[src/rtl/array_bist_pkg.sv]
// Package: shared state encoding and feedback taps for the array self-test.
// Assumes the data width is one of 4, 8 or 16 bits; any other width uses the 8-bit taps.
package array_bist_pkg;

    typedef enum logic [1:0] {
        ST_IDLE  = 2'd0,
        ST_WRITE = 2'd1,
        ST_READ  = 2'd2,
        ST_DONE  = 2'd3
    } bist_state_e;

    // Returns the feedback mask of a maximal-length shift register of width w.
    function automatic logic [31:0] tap_mask(input int w);
        case (w)
            4:       return 32'h0000_000C;
            16:      return 32'h0000_B400;
            default: return 32'h0000_00B8;
        endcase
    endfunction

endpackage

[src/rtl/bist_lfsr.sv]
// Pattern source: a Fibonacci shift register that shifts left with its feedback entering bit 0.
// Assumes the SEED parameter is nonzero. The load input has priority over the advance input.
module bist_lfsr #(
    parameter int           DW   = 8,
    parameter logic [DW-1:0] SEED = 8'hA5
) (
    input  logic          clk,
    input  logic          rst_n,
    input  logic          load,
    input  logic          advance,
    output logic [DW-1:0] q
);
    localparam logic [DW-1:0] TAP = DW'(array_bist_pkg::tap_mask(DW));

    // Load the seed or step the sequence.
    always_ff @(posedge clk) begin
        if (!rst_n || load)
            q <= SEED;
        else if (advance)
            q <= {q[DW-2:0], ^(q & TAP)};
    end
endmodule

[src/rtl/bist_misr.sv]
// Signature register: shifts like the pattern source and XORs one data word into itself per enabled cycle.
// Provides the next value as well, so that the caller can compare in the same cycle as the last update.
module bist_misr #(
    parameter int DW = 8
) (
    input  logic          clk,
    input  logic          rst_n,
    input  logic          clr,
    input  logic          en,
    input  logic [DW-1:0] din,
    output logic [DW-1:0] sig,
    output logic [DW-1:0] sig_nxt
);
    localparam logic [DW-1:0] TAP = DW'(array_bist_pkg::tap_mask(DW));

    // Next signature value for the current input word.
    always_comb sig_nxt = {sig[DW-2:0], ^(sig & TAP)} ^ din;

    // Clear to zero or absorb one word.
    always_ff @(posedge clk) begin
        if (!rst_n || clr)
            sig <= '0;
        else if (en)
            sig <= sig_nxt;
    end
endmodule

[src/rtl/bist_port_mux.sv]
// Port selector: gives the array either to the normal port or to the test engine.
// While test_en is high, the normal port's read data is forced to zero.
module bist_port_mux #(
    parameter int AW = 4,
    parameter int DW = 8
) (
    input  logic          test_en,
    input  logic [AW-1:0] sys_addr,
    input  logic [DW-1:0] sys_wdata,
    input  logic          sys_we,
    output logic [DW-1:0] sys_rdata,
    input  logic [AW-1:0] tst_addr,
    input  logic [DW-1:0] tst_wdata,
    input  logic          tst_we,
    output logic [AW-1:0] arr_addr,
    output logic [DW-1:0] arr_wdata,
    output logic          arr_we,
    input  logic [DW-1:0] arr_rdata
);
    // Select the source of the array lines and gate the read-back.
    always_comb begin
        arr_addr  = test_en ? tst_addr  : sys_addr;
        arr_wdata = test_en ? tst_wdata : sys_wdata;
        arr_we    = test_en ? tst_we    : sys_we;
        sys_rdata = test_en ? '0        : arr_rdata;
    end
endmodule

[src/rtl/array_bist.sv]
// Array self-test controller. It runs a write pass and then a read pass over DEPTH words with no idle
// cycles, compresses the read data into a signature and compares the signature with EXP_SIG.
// Assumes the array reads asynchronously and that EXP_SIG matches SEED and DEPTH for a good array.
module array_bist #(
    parameter int            DEPTH      = 16,
    parameter int            DW         = 8,
    parameter logic [DW-1:0] SEED       = 8'hA5,
    parameter logic [DW-1:0] EXP_SIG    = 8'h00,
    parameter bit            AUTO_START = 1'b1,
    localparam int           AW         = (DEPTH > 2) ? $clog2(DEPTH) : 1
) (
    input  logic          clk,
    input  logic          rst_n,
    input  logic          start,
    input  logic [AW-1:0] sys_addr,
    input  logic [DW-1:0] sys_wdata,
    input  logic          sys_we,
    output logic [DW-1:0] sys_rdata,
    output logic [AW-1:0] arr_addr,
    output logic [DW-1:0] arr_wdata,
    output logic          arr_we,
    input  logic [DW-1:0] arr_rdata,
    output logic          busy,
    output logic          done,
    output logic          pass
);
    import array_bist_pkg::*;

    localparam logic [AW-1:0] LAST = AW'(DEPTH - 1);

    bist_state_e   state_q;
    logic [AW-1:0] addr_q;
    logic          pass_q;
    logic          accept;
    logic          at_last;
    logic [DW-1:0] pat;
    logic [DW-1:0] sig_nxt;
    logic [DW-1:0] sig_unused;

    // Decode the state into the status outputs and the start acceptance.
    always_comb begin
        busy    = (state_q == ST_WRITE) || (state_q == ST_READ);
        done    = (state_q == ST_DONE);
        pass    = pass_q;
        accept  = start && !busy;
        at_last = (addr_q == LAST);
    end

    // Sequence the write pass, then the read pass, and record the verdict.
    always_ff @(posedge clk) begin
        if (!rst_n) begin
            state_q <= AUTO_START ? ST_WRITE : ST_IDLE;
            addr_q  <= '0;
            pass_q  <= 1'b0;
        end else begin
            case (state_q)
                ST_WRITE: begin
                    addr_q <= at_last ? '0 : addr_q + AW'(1);
                    if (at_last) state_q <= ST_READ;
                end
                ST_READ: begin
                    addr_q <= at_last ? '0 : addr_q + AW'(1);
                    if (at_last) begin
                        state_q <= ST_DONE;
                        pass_q  <= (sig_nxt == EXP_SIG);
                    end
                end
                default: begin
                    if (accept) begin
                        state_q <= ST_WRITE;
                        addr_q  <= '0;
                        pass_q  <= 1'b0;
                    end
                end
            endcase
        end
    end

    bist_lfsr #(.DW(DW), .SEED(SEED)) u_lfsr (
        .clk     (clk),
        .rst_n   (rst_n),
        .load    (accept),
        .advance (state_q == ST_WRITE),
        .q       (pat)
    );

    bist_misr #(.DW(DW)) u_misr (
        .clk     (clk),
        .rst_n   (rst_n),
        .clr     (accept),
        .en      (state_q == ST_READ),
        .din     (arr_rdata),
        .sig     (sig_unused),
        .sig_nxt (sig_nxt)
    );

    bist_port_mux #(.AW(AW), .DW(DW)) u_mux (
        .test_en   (busy),
        .sys_addr  (sys_addr),
        .sys_wdata (sys_wdata),
        .sys_we    (sys_we),
        .sys_rdata (sys_rdata),
        .tst_addr  (addr_q),
        .tst_wdata (pat),
        .tst_we    (state_q == ST_WRITE),
        .arr_addr  (arr_addr),
        .arr_wdata (arr_wdata),
        .arr_we    (arr_we),
        .arr_rdata (arr_rdata)
    );
endmodule

[config.mk]
export PLATFORM = sky130hd
export DESIGN_NAME = array_bist
export DESIGN_NICKNAME = d
export VERILOG_FILES = /design/src/rtl/array_bist_pkg.sv /design/src/rtl/bist_lfsr.sv /design/src/rtl/bist_misr.sv /design/src/rtl/bist_port_mux.sv /design/src/rtl/array_bist.sv
export SDC_FILE = /design/constraint.sdc
export NUM_CORES = 1
export LEC_CHECK = 0
export BUFFER_PORTS_ARGS = -buffer_cell sky130_fd_sc_hd__clkbuf_2
export CAP_MARGIN = 20
export CORE_ASPECT_RATIO = 1.4
export CORE_MARGIN = 1
export CORE_UTILIZATION = 40
export CTS_BUF_LIST = sky130_fd_sc_hd__clkbuf_8 sky130_fd_sc_hd__clkbuf_16
export DETAILED_ROUTE_END_ITERATION = 7
export GPL_ROUTABILITY_DRIVEN = 0
export PLACE_DENSITY = 0.65
export REMOVE_ABC_BUFFERS = 1
export SYNTH_ARGS = -nofsm -noshare
export SYNTH_HDL_FRONTEND = slang
export SYNTH_SLANG_ARGS = --single-unit
[constraint.sdc]
create_clock -name clk -period 2.45 [get_ports clk]
set_input_delay 0.1225 -clock clk [delete_from_list [all_inputs] [get_ports clk]]
set_output_delay 0.1225 -clock clk [all_outputs]
set_load 0.1 [all_outputs]
---- Word level (Yosys, flattened, before mapping) ----
Cells that the tools add are included.
operators by class
  shift operators ......................... 0
  multiplexer cells ....................... 14
  bitwise operators ....................... 2
  equality and inequality tests ........... 6
  reductions and logical operators ........ 14
  divide/modulo/power cells ............... 0
  add/subtract/negate cells ............... 1
  multiply operators ...................... 0
  order comparisons ....................... 0
operators by type and width
  operator               number
  $mux W4                4
  $mux W8                2
  $reduce_xor A8 Y1      2
  $logic_not A8 Y1       1
  $xor A8 B8 Y8          1
  $mux W2                3
  $reduce_and A3 Y1      2
  $add A4 B1 Y4 const B  1
  $eq A2 B2 Y1 const B   2
  $eq A4 B4 Y1 const B   1
  $ne A2 B2 Y1 const B   2
  $pmux W2 S2            1
  $reduce_bool A2 Y1     2
  $mux W1                3
  $reduce_bool A3 Y1     1
  $eq A2 B1 Y1 const B   1
  $logic_not A1 Y1       2
  $logic_or A1 B1 Y1     2
  $pmux W1 S2            1
  $reduce_or A2 Y1       1
  $logic_and A1 B1 Y1    1
  $not A1 Y1             1
storage, ports and cells
  latch bits .............................. 0
  memories kept ........................... 0
  word-level logic and storage cells ...... 42
  register bits after elaboration ......... 23
  output and inout bits ................... 24
  ROM bits ................................ 0
  bits of input ports ..................... 24
  memory bits (writable) .................. 0

---- Depth between registers and ports, before layout ----
  depth after elaboration ................. 6
  depth in mapped cells ................... 7
  mapped depth without buffers ............ 6

---- Cells and area by module ----
Synthesis repeated with hierarchy kept, for this count alone.
unflattened totals
  cell total of the unflattened synthesis .. 150
  area, all modules ....................... 1442.6 µm²
modules (own cells, without submodules)
  module         cells an instance  instances  seq. area each (µm²)  area an instance (µm²)
  array_bist     50                 1          140.1                 450.4
  bist_misr      47                 1          160.2                 399.1
  bist_lfsr      30                 1          160.2                 329.1
  bist_port_mux  23                 1          0.0                   264.0

---- Worst setup path after synthesis ----
OpenSTA, ideal clock, no wires.
  path kind ............................... register -> output
  from .................................... register state_q[0]
  to ...................................... output port sys_rdata[0]
  required time ........................... 2.328 ns
  path buffers ............................ 2
  setup slack ............................. 0.417 ns
  data arrival time ....................... 1.911 ns
  cell stages (with the launch flop) ...... 6
  cell sequence ........................... dfxtp_1 -> inv_1 -> ha_1 -> buf_2 -> clkbuf_1 -> and2_1
on the way
  cells in the longest elaborated chain, start to end .. 3
  elaborated cells between the ends (all ways) .. 4
  those cells by class .................... eq/ne (2); mux (1); reduce/logical (1)
RTL lines
  element                                              line                 source
  from (decl)                                          array_bist.sv:31     bist_state_e state_q;
  from (signal assigned)                               array_bist.sv:52     state_q <= AUTO_START ? ST_WRITE : ST_IDLE;
  $eq A2 B1 Y1 / $eq A2 B2 Y1 (equally long branches)  array_bist.sv:42     busy = (state_q == ST_WRITE) || (state_q == ST_READ);
  $logic_or A1 B1 Y1 *                                 array_bist.sv:42
  $mux W8 *                                            bist_port_mux.sv:25  sys_rdata = test_en ? '0 : arr_rdata;
  to (decl)                                            array_bist.sv:18     output logic [DW-1:0] sys_rdata,
Mark *: on every way between the ends. The rest lies on a longest branch, timed or not.

---- Final worst setup path ----
  from .................................... register state_q[0]
  to ...................................... output port arr_wdata[7]
on the way
  cells in the longest elaborated chain, start to end .. 3
  elaborated cells between the ends (all ways) .. 4
  those cells by class .................... eq/ne (2); mux (1); reduce/logical (1)
RTL lines
  element                                              line                 source
  $eq A2 B1 Y1 / $eq A2 B2 Y1 (equally long branches)  array_bist.sv:42
  $logic_or A1 B1 Y1 *                                 array_bist.sv:42
  $mux W8 *                                            bist_port_mux.sv:23  arr_wdata = test_en ? tst_wdata : sys_wdata;
  to (decl)                                            array_bist.sv:20     output logic [DW-1:0] arr_wdata,
Marks and branches as above.

==> out/qor.txt <==
Multi-input gate area = 796 um2
Setup crit start kind = register
Fraction of layout cells with a size suffix above 1 = 34.9%
Total Nets Final = 219
Warnings, synthesis = 0
# port buffers = 47
Yosys cell types = 29
Starting DRT DRC Count = 5
Number of cell rows = 24
Pin slew with the least headroom to its limit = 553 ps
Num ports = 48
Tot Pwr = 0.881 mW
Clk sinks = 23
Die H = 69.6 um
DR DRC count = 0
Max Fclk = 432 MHz
Clock-pin transition on the worst setup and hold timing paths = 80 ps
Ranking of synthesized cells by area = dfxtp_1 35%, mux2_2 11%, xnor2_1 8.7%
Core area = 0.00312 mm2
Fillers = 316
Leak = 0.788 nW
PD cells = 531 mW/mm2
Drt via density = 4.91
Initial antenna violation count = 0
# Max-Cap Violations = 0
Final clock skew = 2.46 ps
Critical path's slowest cell = ha_1
Inserted Clock Buffers = 3
Hold WC Path Type = in -> reg
DIE WIDTH = 50.3 um
Critical path startpoint = state_q[0]
Ys flop type = dfxtp_1
Crit path DAT = 2190 ps
Status = finished clean
First-pass DRT Iterations = 4
Antenna cell count = 0
Die Footprint = 0.00350 mm2
Worst path max stage delay = 500 ps
Final hold vios = 0
Vias = 1,120
Crit-path cells = inv_1 -> ha_1 -> buf_12 -> mux2_2 -> clkbuf_2
Syn avg cell area = 9.06 um2
Crit Reg-Reg Startpoint = state_q[0]
Remaining global-route overflow = 0
Starting Density = 41.8%
Postcts setup bufs = 0
Largest net degree at the start of global routing = 23
Hold buffer count at cts = 0
Hold path endpoint = state_q[0]
Setup slack, reg-to-reg = 520 ps
Type of the worst setup path = reg -> out
Drt wl/cell = 11.7 um
Yosys top cell by area = dfxtp_1
Final wirelength = 2.67 mm
Final slew viol count = 0
Number of routed nets with antenna violations = 0
Cell Area, Synth = 0.00131 mm2
Slew HR = 63.2%
Synth Register Bits = 23
Post-CTS Resized = 0
EDFF count, synth = 0
P&R area growth vs syn = 27.0%
Clock tree root buffer cell = clkbuf_8
Asr flop ratio synth = 0%
Clk buf depth = 2
Latest clock arrival within the worst-skew pair = 270 ps
TritonCTS clock tree = done
Synth top area share = 35.3%
Unrepaired setup endpoints after global routing = false
Mapped Cells = 144
Period minus WS final = 2310 ps
Sequential share of the synthesized area = 35.3%
First-pass GRT wire length = 4.67 mm
R2R cell count = 7
CP endpoint kind = output port
GRT Resource Usage Total = 17.1%
Post-DP HPWL = 2.03 mm
Min-Delay Path Depth = 2
H-Tree Depth = 1
Period utilization = 94.4%
Vias in the first global route = 1,070
VDD IR max = 415 uV
Hold Path Origin = rst_n
Seq. cell area = 460 um2
R2r endpoint = state_q[0]
Crit path max fanout = 22
Final-report setup violation count = 0
Setup TNS = 0 ps
Worst Path Required = 2330 ps
sequential cells by signal, summed over array words and instances, names as in the netlist:
name	flops
u_misr.sig	8
pass	1
addr_q	4
state_q	2
u_lfsr.q	8
cell type report:
| class | instances | share of cell area (%) |
|---|---|---|
| inverter | 3 | 0.679 |
| clock inverter | 1 | 0.302 |
| timing repair buffer | 49 | 17.8 |
| multi-input combinational | 110 | 48.0 |
| sequential | 23 | 27.8 |
| tap | 39 | 2.94 |
| clock buffer | 3 | 2.49 |
kinds of logic (layout without fill, tap and decap cells):
kind of cell	Yosys count	after routing	share of synthesized area (%)
AOI/OAI and AO/OA	19	19	9.97
DFF	23	23	35.3
buffers and inverters	11	56	3.74
adders and majority gates	5	5	4.79
muxes	22	22	18.1
xor gates and xnor gates	15	15	10.1
and+or+nand+nor	49	49	18.0
synthesized netlist by cell type, types with 2 or more instances:
library cell,instances
dfxtp_1,23
nor2_1,17
mux2_2,13
xnor2_1,13
and2_1,11
nand2_1,11
mux2i_1,9
a211oi_1,6
ha_1,5
a21oi_1,3
buf_2,3
clkbuf_1,3
inv_1,3
nand4_1,3
o21ai_0,3
nand3_1,2
nand3b_1,2
nor2b_1,2
xor2_1,2
power breakdown:
group          total, mW  switching [mW]  leakage [nW]  internal [mW]
clock              0.239           0.125        0.0255          0.114
combinational      0.233           0.169         0.574         0.0636
sequential         0.409          0.0181         0.188          0.391
metal layers:
metal	global-route usage, %	part of all wire, %	vias to the layer above
li1	-	-	577
met1	19.5	40	509
met2	30.5	53	30
met3	2.19	4.8	4
met4	7.62	1.7	0
met5	0	0	-
through the flow:
stage	util (%)	setup slack (ps)	area, um2	cells	hold WS (ps)
2_1_floorplan	-	142	1270	136	199
3_3_place_gp	51.6	519	1610	224	408
3_5_place_dp	51.6	433	1610	224	407
4_1_cts	53.1	128	1660	228	143
5_1_grt	53.1	54.2	1660	228	166
6_report	53.1	138	1660	228	147
cells in the final DEF (no fill, tap or decap), types with 5 or more instances in the layout:
cell      instances
dfxtp_1          23
nor2_1           17
xnor2_1          13
ha_1              5
nand2_1          11
mux2_2           13
clkbuf_2         39
a211oi_1          6
mux2i_1           9
and2_1           11
buf_4             8
worst max-delay path, delay by kind of cell, from the launching register on:
family / cells / cell delay [ps]
multiplexers: 1 / 340
adder cells (fa/ha/maj): 1 / 500
flip-flops: 1 / 430
buffers and inverters: 3 / 650
how the worst max path moves through the flow:
stage,cells after the start,to
after global routing,5,arr_wdata[4]
after CTS,5,arr_wdata[7]
after floorplan,6,addr_q[3]
after detailed placement,5,arr_wdata[7]
final,5,arr_wdata[7]
after global placement,5,arr_addr[2]
Power figures use the tool's default switching activity.
